==> config.mk <==
export PLATFORM = sky130hd
export DESIGN_NAME = dio_event_ctrl
export DESIGN_NICKNAME = d
export VERILOG_FILES = /design/src/rtl/dio_pkg.sv /design/src/rtl/dio_unlock_fsm.sv /design/src/rtl/dio_debounce.sv /design/src/rtl/dio_event_sense.sv /design/src/rtl/dio_event_ctrl.sv
export SDC_FILE = /design/constraint.sdc
export NUM_CORES = 1
export LEC_CHECK = 0
export ABC_AREA = 0
export BUFFER_PORTS_ARGS = -buffer_cell sky130_fd_sc_hd__buf_2
export CORE_UTILIZATION = 60
export DETAILED_ROUTE_END_ITERATION = 7
export MAX_ROUTING_LAYER = met4
export PLACE_DENSITY = 0.77
export REMOVE_ABC_BUFFERS = 1
export SETUP_SLACK_MARGIN = 0.15
export SYNTH_ARGS = -nofsm -noshare
export SYNTH_HDL_FRONTEND = slang
export SYNTH_SLANG_ARGS = --single-unit
==> constraint.sdc <==
create_clock -name clk -period 4.1 [get_ports clk]
set_input_delay 0.82 -clock clk [delete_from_list [all_inputs] [get_ports clk]]
set_output_delay 0.82 -clock clk [all_outputs]
set_load 0.005 [all_outputs]
==> src/rtl/dio_pkg.sv <==
package dio_pkg;
  typedef enum logic [1:0] {
    BANK_PORTS    = 2'b00,
    BANK_EVENT    = 2'b01,
    BANK_DEBOUNCE = 2'b10,
    BANK_NONE     = 2'b11
  } bank_e;

  localparam int unsigned ADDR_W   = 3;
  localparam int unsigned KEY_LEN  = 4;
  localparam logic [2:0] OFF_KEY   = 3'd5;
  localparam logic [2:0] OFF_CTRL  = 3'd7;
  localparam logic [2:0] OFF_EVEN  = 3'd0;
  localparam logic [2:0] OFF_EFLG  = 3'd1;
  localparam logic [2:0] OFF_DBEN  = 3'd0;
  localparam logic [2:0] OFF_DBDUR = 3'd1;
  localparam logic [2:0] OFF_DBDIV = 3'd3;

  function automatic logic [7:0] key_byte(input logic [1:0] idx);
    case (idx)
      2'd0:    key_byte = 8'h07;
      2'd1:    key_byte = 8'h0D;
      2'd2:    key_byte = 8'h06;
      default: key_byte = 8'h12;
    endcase
  endfunction
endpackage

==> src/rtl/dio_unlock_fsm.sv <==
module dio_unlock_fsm
  import dio_pkg::*;
(
  input  logic              clk,
  input  logic              rst,
  input  logic              acc_wr,
  input  logic              acc_rd,
  input  logic [ADDR_W-1:0] acc_addr,
  input  logic [7:0]        acc_data,
  output logic              extended
);
  typedef enum logic [1:0] {ST_ARMED, ST_LOCKED, ST_OPEN} ustate_e;

  ustate_e    state;
  logic [1:0] step;
  logic       key_hit;

  assign key_hit  = acc_wr && !acc_rd && (acc_addr == OFF_KEY) && (acc_data == key_byte(step));
  assign extended = (state == ST_OPEN);

  always_ff @(posedge clk) begin
    if (rst) begin
      state <= ST_ARMED;
      step  <= '0;
    end else if (state == ST_ARMED && (acc_wr || acc_rd)) begin
      if (!key_hit) begin
        state <= ST_LOCKED;
      end else if (step == 2'(KEY_LEN - 1)) begin
        state <= ST_OPEN;
      end else begin
        step <= step + 2'd1;
      end
    end
  end

  assert_lock_sticky_R3: assert property (@(posedge clk) disable iff (rst)
    (state == ST_LOCKED) |=> (state == ST_LOCKED));
  assert_open_sticky_R3: assert property (@(posedge clk) disable iff (rst)
    extended |=> extended);
  assert_bad_access_locks_R3: assert property (@(posedge clk) disable iff (rst)
    ((state == ST_ARMED) && acc_rd) |=> (state == ST_LOCKED));
endmodule

==> src/rtl/dio_debounce.sv <==
module dio_debounce #(
  parameter int unsigned NPORTS = 3,
  parameter int unsigned PORT_W = 8,
  parameter int unsigned CNT_W  = 8,
  parameter int unsigned DIV_W  = 8
) (
  input  logic                     clk,
  input  logic                     rst,
  input  logic [NPORTS*PORT_W-1:0] raw,
  input  logic [NPORTS-1:0]        port_en,
  input  logic [CNT_W-1:0]         dur,
  input  logic [DIV_W-1:0]         div,
  output logic [NPORTS*PORT_W-1:0] filt
);
  localparam int unsigned NLINES = NPORTS * PORT_W;

  logic [DIV_W-1:0] div_cnt;
  logic             tick;
  logic [CNT_W-1:0] last;

  assign tick = (div_cnt >= div);
  assign last = (dur == '0) ? '0 : dur - 1'b1;

  always_ff @(posedge clk) begin
    if (rst || tick) div_cnt <= '0;
    else             div_cnt <= div_cnt + 1'b1;
  end

  for (genvar l = 0; l < NLINES; l++) begin : g_line
    localparam int unsigned P = l / PORT_W;
    logic [CNT_W-1:0] cnt;

    always_ff @(posedge clk) begin
      if (rst) begin
        cnt     <= '0;
        filt[l] <= 1'b0;
      end else if (!port_en[P]) begin
        cnt     <= '0;
        filt[l] <= raw[l];
      end else if (raw[l] == filt[l]) begin
        cnt <= '0;
      end else if (tick) begin
        if (cnt >= last) begin
          filt[l] <= raw[l];
          cnt     <= '0;
        end else begin
          cnt <= cnt + 1'b1;
        end
      end
    end

    assert_hold_between_ticks_R7: assert property (@(posedge clk) disable iff (rst)
      (port_en[P] && !tick) |=> $stable(filt[l]));
  end
endmodule

==> src/rtl/dio_event_sense.sv <==
module dio_event_sense #(
  parameter int unsigned NPORTS = 3,
  parameter int unsigned PORT_W = 8
) (
  input  logic                     clk,
  input  logic                     rst,
  input  logic [NPORTS*PORT_W-1:0] filt,
  input  logic [NPORTS-1:0]        ev_en,
  input  logic [NPORTS-1:0]        clr,
  output logic [NPORTS-1:0]        flags,
  output logic                     irq
);
  logic [NPORTS*PORT_W-1:0] filt_q;
  logic [NPORTS-1:0]        chg;

  for (genvar p = 0; p < NPORTS; p++) begin : g_chg
    assign chg[p] = |(filt[p*PORT_W +: PORT_W] ^ filt_q[p*PORT_W +: PORT_W]);
  end

  always_ff @(posedge clk) begin
    if (rst) begin
      filt_q <= '0;
      flags  <= '0;
      irq    <= 1'b0;
    end else begin
      filt_q <= filt;
      flags  <= (flags & ~clr) | (chg & ev_en);
      irq    <= |(flags & ev_en);
    end
  end

  for (genvar p = 0; p < NPORTS; p++) begin : g_chk
    assert_flag_sticky_R8: assert property (@(posedge clk) disable iff (rst)
      (flags[p] && !clr[p]) |=> flags[p]);
    assert_no_flag_when_off_R8: assert property (@(posedge clk) disable iff (rst)
      (!flags[p] && !ev_en[p]) |=> !flags[p]);
  end

  assert_irq_needs_source_R9: assert property (@(posedge clk) disable iff (rst)
    ((flags & ev_en) == '0) |=> !irq);
endmodule

==> src/rtl/dio_event_ctrl.sv <==
module dio_event_ctrl
  import dio_pkg::*;
#(
  parameter int unsigned NPORTS = 3,
  parameter int unsigned PORT_W = 8,
  parameter int unsigned CNT_W  = 8,
  parameter int unsigned DIV_W  = 8
) (
  input  logic                     clk,
  input  logic                     rst,
  input  logic [ADDR_W-1:0]        bus_addr,
  input  logic                     bus_wr,
  input  logic                     bus_rd,
  input  logic [PORT_W-1:0]        bus_wdata,
  output logic [PORT_W-1:0]        bus_rdata,
  input  logic [NPORTS*PORT_W-1:0] pin_in,
  output logic [NPORTS*PORT_W-1:0] port_out,
  output logic                     irq
);
  localparam int unsigned NLINES  = NPORTS * PORT_W;
  localparam int unsigned CTRL_GAP = PORT_W - 2 - NPORTS;
  localparam int unsigned FLG_GAP  = PORT_W - 1 - NPORTS;
  localparam int unsigned EN_GAP   = PORT_W - NPORTS;

  logic                 extended;
  bank_e                bank;
  logic [NPORTS-1:0]    inhibit;
  logic [NPORTS-1:0]    ev_en;
  logic [NPORTS-1:0]    db_en;
  logic [CNT_W-1:0]     db_dur;
  logic [DIV_W-1:0]     db_div;
  logic [NLINES-1:0]    pin_s;
  logic [NLINES-1:0]    filt;
  logic [NPORTS-1:0]    flags;
  logic [NPORTS-1:0]    clr;
  logic                 ctrl_wr;
  logic                 bank_wr;
  logic [PORT_W-1:0]    rd_val;

  dio_unlock_fsm u_unlock (
    .clk      (clk),
    .rst      (rst),
    .acc_wr   (bus_wr),
    .acc_rd   (bus_rd),
    .acc_addr (bus_addr),
    .acc_data (bus_wdata),
    .extended (extended)
  );

  always_ff @(posedge clk) begin
    if (rst) pin_s <= '0;
    else     pin_s <= pin_in;
  end

  dio_debounce #(
    .NPORTS (NPORTS),
    .PORT_W (PORT_W),
    .CNT_W  (CNT_W),
    .DIV_W  (DIV_W)
  ) u_debounce (
    .clk     (clk),
    .rst     (rst),
    .raw     (pin_s),
    .port_en (db_en),
    .dur     (db_dur),
    .div     (db_div),
    .filt    (filt)
  );

  dio_event_sense #(
    .NPORTS (NPORTS),
    .PORT_W (PORT_W)
  ) u_events (
    .clk   (clk),
    .rst   (rst),
    .filt  (filt),
    .ev_en (ev_en),
    .clr   (clr),
    .flags (flags),
    .irq   (irq)
  );

  assign ctrl_wr = bus_wr && extended && (bus_addr == OFF_CTRL);
  assign bank_wr = bus_wr && extended && (bus_addr != OFF_CTRL);
  assign clr     = (bank_wr && bank == BANK_EVENT && bus_addr == OFF_EFLG)
                   ? bus_wdata[NPORTS-1:0] : '0;

  always_ff @(posedge clk) begin
    if (rst) begin
      bank    <= BANK_PORTS;
      inhibit <= '0;
      ev_en   <= '0;
      db_en   <= '0;
      db_dur  <= '0;
      db_div  <= '0;
    end else if (ctrl_wr) begin
      bank    <= bank_e'(bus_wdata[PORT_W-1:PORT_W-2]);
      inhibit <= bus_wdata[NPORTS-1:0];
    end else if (bank_wr) begin
      case (bank)
        BANK_EVENT: begin
          if (bus_addr == OFF_EVEN) ev_en <= bus_wdata[NPORTS-1:0];
        end
        BANK_DEBOUNCE: begin
          if (bus_addr == OFF_DBEN)  db_en  <= bus_wdata[NPORTS-1:0];
          if (bus_addr == OFF_DBDUR) db_dur <= CNT_W'(bus_wdata);
          if (bus_addr == OFF_DBDIV) db_div <= DIV_W'(bus_wdata);
        end
        default: ;
      endcase
    end
  end

  for (genvar p = 0; p < NPORTS; p++) begin : g_latch
    logic hit;
    assign hit = bus_wr && (bus_addr == ADDR_W'(p)) &&
                 (!extended || (bank == BANK_PORTS && !inhibit[p]));

    always_ff @(posedge clk) begin
      if (rst)      port_out[p*PORT_W +: PORT_W] <= '0;
      else if (hit) port_out[p*PORT_W +: PORT_W] <= bus_wdata;
    end

    assert_inhibit_blocks_R5: assert property (@(posedge clk) disable iff (rst)
      (bus_wr && extended && bank == BANK_PORTS && bus_addr == ADDR_W'(p) && inhibit[p])
      |=> $stable(port_out[p*PORT_W +: PORT_W]));
    assert_dead_bank_write_R6: assert property (@(posedge clk) disable iff (rst)
      (bus_wr && extended && bank == BANK_NONE && bus_addr != OFF_CTRL)
      |=> $stable(port_out[p*PORT_W +: PORT_W]));
  end

  always_comb begin
    rd_val = '0;
    if (!extended || bank == BANK_PORTS) begin
      for (int p = 0; p < NPORTS; p++) begin
        if (bus_addr == ADDR_W'(p)) rd_val = ~filt[p*PORT_W +: PORT_W];
      end
    end
    if (extended) begin
      if (bus_addr == OFF_CTRL) begin
        rd_val = {bank, {CTRL_GAP{1'b0}}, inhibit};
      end else begin
        case (bank)
          BANK_EVENT: begin
            if (bus_addr == OFF_EVEN) rd_val = {{EN_GAP{1'b0}}, ev_en};
            if (bus_addr == OFF_EFLG) rd_val = {irq, {FLG_GAP{1'b0}}, flags};
          end
          BANK_DEBOUNCE: begin
            if (bus_addr == OFF_DBEN)  rd_val = {{EN_GAP{1'b0}}, db_en};
            if (bus_addr == OFF_DBDUR) rd_val = PORT_W'(db_dur);
            if (bus_addr == OFF_DBDIV) rd_val = PORT_W'(db_div);
          end
          default: ;
        endcase
      end
    end
  end

  always_ff @(posedge clk) begin
    if (rst)         bus_rdata <= '0;
    else if (bus_rd) bus_rdata <= rd_val;
  end

  assert_plain_ctrl_reads_zero_R4: assert property (@(posedge clk) disable iff (rst)
    (bus_rd && !extended && bus_addr == OFF_CTRL) |=> (bus_rdata == '0));
  assert_dead_bank_reads_zero_R6: assert property (@(posedge clk) disable iff (rst)
    (bus_rd && extended && bank == BANK_NONE && bus_addr != OFF_CTRL) |=> (bus_rdata == '0));
  assert_rdata_holds_R2: assert property (@(posedge clk) disable iff (rst)
    !bus_rd |=> $stable(bus_rdata));
endmodule

Word level (Yosys, flattened, before mapping). Cells that the tools add are included.

Output and inout port bits: 33. Word-level logic and storage cells: 451. Bits of input ports: 39. Register bits: 339.

Bitwise operators: 16. Equal/unequal tests: 89. Magnitude comparators: 25. Mux-type cells: 137. $add $sub $neg: 27. Reduce and logical (&&, ||, !) cells: 92.

Operators by type and width (count): 2-to-1 mux 8 bit (36); adder 8 x 1 -> 8 bit (second input constant) (25); >= comparator 8 bit (25); 2-to-1 mux 1 bit (96); AND reduction 3 bit (25); OR reduction 3 bit (25); inequality test 2 x 1 -> 1 bit (second input constant) (27); inequality test 2 bit (second input constant) (25); equality test 1 bit (24); NOT 8 bit (3); OR reduction 8 bit (3); bitwise XOR 8 bit (3); logical AND 1 bit (18); case mux 8 bit (2 select lines) (1); AND reduction 4 bit (4); case mux 5 bit (3 select lines) (1); AND 3 bit (3); equality test 2 bit (second input constant) (4); equality test 8 x 5 -> 1 bit (1); zero test 8 bit (1); subtractor 8 x 1 -> 8 bit (second input constant) (1); equality test 3 x 2 -> 1 bit (second input constant) (2); equality test 3 bit (second input constant) (2); zero test 2 bit (3); other kinds (13) (28).

Logic depth before layout (Yosys ltp).
Depth in word-level cells: 11. Mapped depth: 11. Gate-level depth less buffers: 11.

By module. Synthesis repeated with hierarchy kept, for this count alone.

Cells, all modules: 2449. Area, all modules: 20608.5 µm².

Modules (own cells, without submodules): dio_debounce (cells an instance 1902, area each 15546.2 µm², seq. area each 4484.3 µm², times used 1); dio_event_ctrl (cells an instance 410, area each 3659.8 µm², seq. area each 1661.6 µm², times used 1); dio_event_sense (cells an instance 97, area each 1059.8 µm², seq. area each 560.5 µm², times used 1); dio_unlock_fsm (cells an instance 40, area each 342.8 µm², seq. area each 80.1 µm², times used 1).

Worst setup path after synthesis. OpenSTA, ideal clock, no wires.

Path type: register to register. Start point: register db_dur[0]. End point: register u_debounce.g_line[17].cnt[0]. Buffers on the path: 0. Stages on the path, launching flop included: 12. Period minus slack after synthesis: 3445 ps. Library setup time: 150 ps. Data arrival time: 3296 ps. Path slack: 655 ps. Required time: 3950 ps. Path through: dfxtp_1 inv_1 ha_1 nor3b_1 nand2_1 a21oi_1 ha_1 nor3_1 nand2_1 o21ai_0 nor4_2 a211oi_1.

Word-level cells in the longest chain between the ends: 4. Elaborated cells between the ends (all ways): 5. Those cells by class: 1 x add/sub; 1 x order compare; 2 x mux; 1 x reduce/logical.

Ends and longest elaborated chain: from (decl) (RTL line dio_event_ctrl.sv:30) `logic [CNT_W-1:0] db_dur;`; from (signal assigned) (RTL line dio_event_ctrl.sv:106) `if (bus_addr == OFF_DBDUR) db_dur <= CNT_W'(bus_wdata);`; subtractor 8 x 1 -> 8 bit or zero test 8 bit (tied branches) (RTL line dio_debounce.sv:22) `assign last = (dur == '0) ? '0 : dur - 1'b1;`; 2-to-1 mux 8 bit (*) (RTL line dio_debounce.sv:22); >= comparator 8 bit (*) (RTL line dio_debounce.sv:43) `if (cnt >= last) begin`; 2-to-1 mux 8 bit (*) (RTL line dio_debounce.sv:43); to (signal assigned) (RTL line dio_debounce.sv:47) `cnt <= cnt + 1'b1;`; to (decl) (RTL line dio_debounce.sv:31) `logic [CNT_W-1:0] cnt;`.

Mark *: on every way between the ends. The rest lies on a longest branch, timed or not. A chain may end at the register's enable or synchronous reset.

Worst setup path after layout.
Start point: register db_dur[0]. End point: register u_debounce.g_line[13].cnt[6].

Word-level cells in the longest chain between the ends: 4. Elaborated cells between the ends (all ways): 5. Those cells by class: 1 x add/sub; 1 x order compare; 2 x mux; 1 x reduce/logical.

Ends and longest elaborated chain (RTL line): subtractor 8 x 1 -> 8 bit or zero test 8 bit (tied branches) (dio_debounce.sv:22); 2-to-1 mux 8 bit (*) (dio_debounce.sv:22); >= comparator 8 bit (*) (dio_debounce.sv:43); 2-to-1 mux 8 bit (*) (dio_debounce.sv:43); to (signal assigned) (dio_debounce.sv:47); to (decl) (dio_debounce.sv:31).

Marked as above.

==> impl_metrics.json <==
{
  "status": "finished clean",
  "grt.overflow.total": 0,
  "design_area_sq_mm": 0.0232,
  "seq_area_frac_synth": 0.321,
  "routedWlPerCell_um": 19.0,
  "viasPerCell": 6.58,
  "synth-seq-cells": 339,
  "max_stage_delay_ps": 780,
  "peakVddDrop_v": 0.000366,
  "grt_antenna_before_repair": 0,
  "drc": 0,
  "grt_util_met2": 0.515,
  "slew_headroom": 0.196,
  "core_region_area_sq_mm": 0.0346,
  "synth_area_leaders": "dfxtp_1, ha_1, a211oi_1, o21ai_0, a21oi_1",
  "die_height_um": 190,
  "hold_path_end": "pin_s[23]",
  "rr_endpoint": "u_debounce.g_line[13].cnt[6]",
  "numClockSinks": 339,
  "finalCritPeriodShare": 0.864,
  "synth.avg_cell_area_sq_um": 8.62,
  "drive_gt1_frac": 0.0878,
  "synth_area_sq_mm": 0.0211,
  "grt.total_usage": 0.317,
  "grt_max_degree": 101,
  "required_ps": 4480,
  "critPathCaptureType": "flip-flop",
  "worst_ep_arrival_time_ps": 3930,
  "yosys_warnings": 0,
  "cts_hold_buf": 0,
  "wl_um": 56400,
  "io_pins": 72,
  "crit_type": "flip-flop to flip-flop",
  "synth-async-reset-ratio": 0,
  "post_cts_resized": 0,
  "dr.pass1.iters": 5,
  "clock_latency_ps": 560,
  "cts_tree": "built",
  "initial_core_util": 0.611,
  "dp_hpwl_um": 37300,
  "vias": 19500,
  "post_cts_buffers": 0,
  "syn_inst": 2454,
  "nets": 2751,
  "drv_slew": 0,
  "row_count": 68,
  "cts_root_buf": "clkbuf_16",
  "path_cells": "nor4_1 -> nand2_1 -> nor3_1 -> a21oi_4 -> buf_4 -> ha_1 -> o21a_1 -> o21ai_0 -> o41ai_2 -> a21oi_1",
  "n_fill_cell": 2839,
  "hold_path_depth": 2,
  "p_leak_nw": 8.38,
  "port_buffers": 71,
  "grt_pass1_vias": 18300,
  "hp-start": "pin_in[23]",
  "finalCriticalPeriod_ps": 3540,
  "critPathBufInv": 1,
  "max_freq_mhz": 282,
  "post-synth-top-area-fraction": 0.321,
  "use_met1": 0.400,
  "htreeDepth": 2,
  "setup_viol": 0,
  "die_w_um": 190,
  "tightest_slew_ps": 1200,
  "synth_most_common_cell": "dfxtp_1",
  "grt_pass1_wl_um": 91300,
  "top_usage_layer": "met2",
  "grtUsageMet3": 0.0435,
  "ys_top_cells_by_count": "dfxtp_1, ha_1, nand2_1",
  "rsz0062_at_grt": "no",
  "crit-reg2reg-launch": "db_dur[0]",
  "clkTransAtPathRegs_ps": 60,
  "crit_fanout": 12,
  "power.total_mw": 7.08,
  "cts_buffers": 39,
  "routabilityCongestion": 0.962,
  "die_area_sq_mm": 0.0360,
  "synth_area_leader_cell": "dfxtp_1",
  "place_area_sq_mm": 0.0220,
  "clock_path_buffers": 3,
  "antenna_left": 0,
  "ys_types": 69,
  "cp-start-kind": "flip-flop",
  "hold_viol_final": 0,
  "r2r_setup_slack_ps": 560,
  "power.density_mw_per_mm2": 305,
  "crit_family": "simple AND/OR/NAND/NOR gates",
  "maxCapViolations": 0,
  "areaGrowthSynthToFinish_pct": 9.74,
  "synth_edf_count": 0,
  "worstHoldPathType": "input pin to flip-flop",
  "first_iter_violations": 1637,
  "diodes": 0,
  "synth_top_flop_cell": "dfxtp_1",
  "reg2regPathDepth": 10,
  "crit_slowest_cell": "o41ai_2",
  "clock_skew_ps": 17.6
}
registers in the layout, indices dropped and copies added, names as in the netlist:
signal,cells
u_debounce.filt,24
inhibit,3
u_events.flags,3
ev_en,3
db_div,8
u_debounce.g_line.cnt,192
u_unlock.state,2
pin_s,24
u_debounce.div_cnt,8
u_events.irq,1
port_out,24
db_dur,8
bank,2
u_unlock.step,2
u_events.filt_q,24
bus_rdata,8
db_en,3
stage by stage:
step / setup TNS, ps / util / hold slack [ps] / setup slack [ps] / instances
floorplan: -709710 / - / 443 / -4350 / 2323
global placement: 0 / 0.634 / 463 / 818 / 2893
detailed placement: 0 / 0.634 / 479 / 667 / 2893
CTS: 0 / 0.670 / 468 / 643 / 2961
global route: 0 / 0.670 / 484 / 331 / 2961
finish: 0 / 0.670 / 481 / 556 / 2961
worst max path at each step:
stage               startpoint                           end  slack, ps  cells past startpoint
floorplan            db_div[6]  u_debounce.g_line[12].cnt[0]      -4350                      6
global placement     db_dur[0]  u_debounce.g_line[14].cnt[1]        820                     10
detailed placement   db_dur[0]  u_debounce.g_line[14].cnt[6]        670                     10
CTS                  db_dur[0]  u_debounce.g_line[17].cnt[1]        640                     10
global route         db_dur[0]  u_debounce.g_line[17].cnt[4]        330                     13
finish               db_dur[0]  u_debounce.g_line[13].cnt[6]        560                     10
report_power, final:
group	internal [mW]	switching (mW)	total, mW
Sequential	3.35	0.0567	3.40
Combinational	0.123	0.151	0.274
Clock	2.01	1.40	3.40
Total	5.48	1.60	7.08
routing by layer:
metal / routed length (um) / vias to the layer above
li1: - / 9418
met1: 24700 / 9320
met5: 0 / -
met4: 1660 / 0
met2: 26500 / 616
met3: 3420 / 140
final cells by class:
class	instances	area (sq um)	share of cell area
clock buffer	56	1110	0.0478
clock inverter	12	121	0.00523
inverter	72	270	0.0116
multi-input combinational	1912	13500	0.582
sequential	339	6790	0.293
tap	455	569	0.0245
timing repair buffer	115	842	0.0363
cell usage in the layout (no fill, tap or decap), drive strengths merged, types with 66 or more instances in the layout:
cell type and n:
a211oi 127, a21oi 133, buf 115, dfxtp 339, ha 233, inv 74
nand2 165, nand3 94, nand4 75, nor2 113, nor2b 66, o21ai 178
or3 101, or4 81
kinds of logic after synthesis:
logic type,Yosys count,share of synthesized area
simple gates,856,0.224
compound gates,720,0.228
flops,339,0.321
fa+ha+maj,233,0.138
buf+inv,203,0.0431
xor+xnor,57,0.0236
mux,46,0.0222
Note: power is estimated with default switching activity, not from simulation.
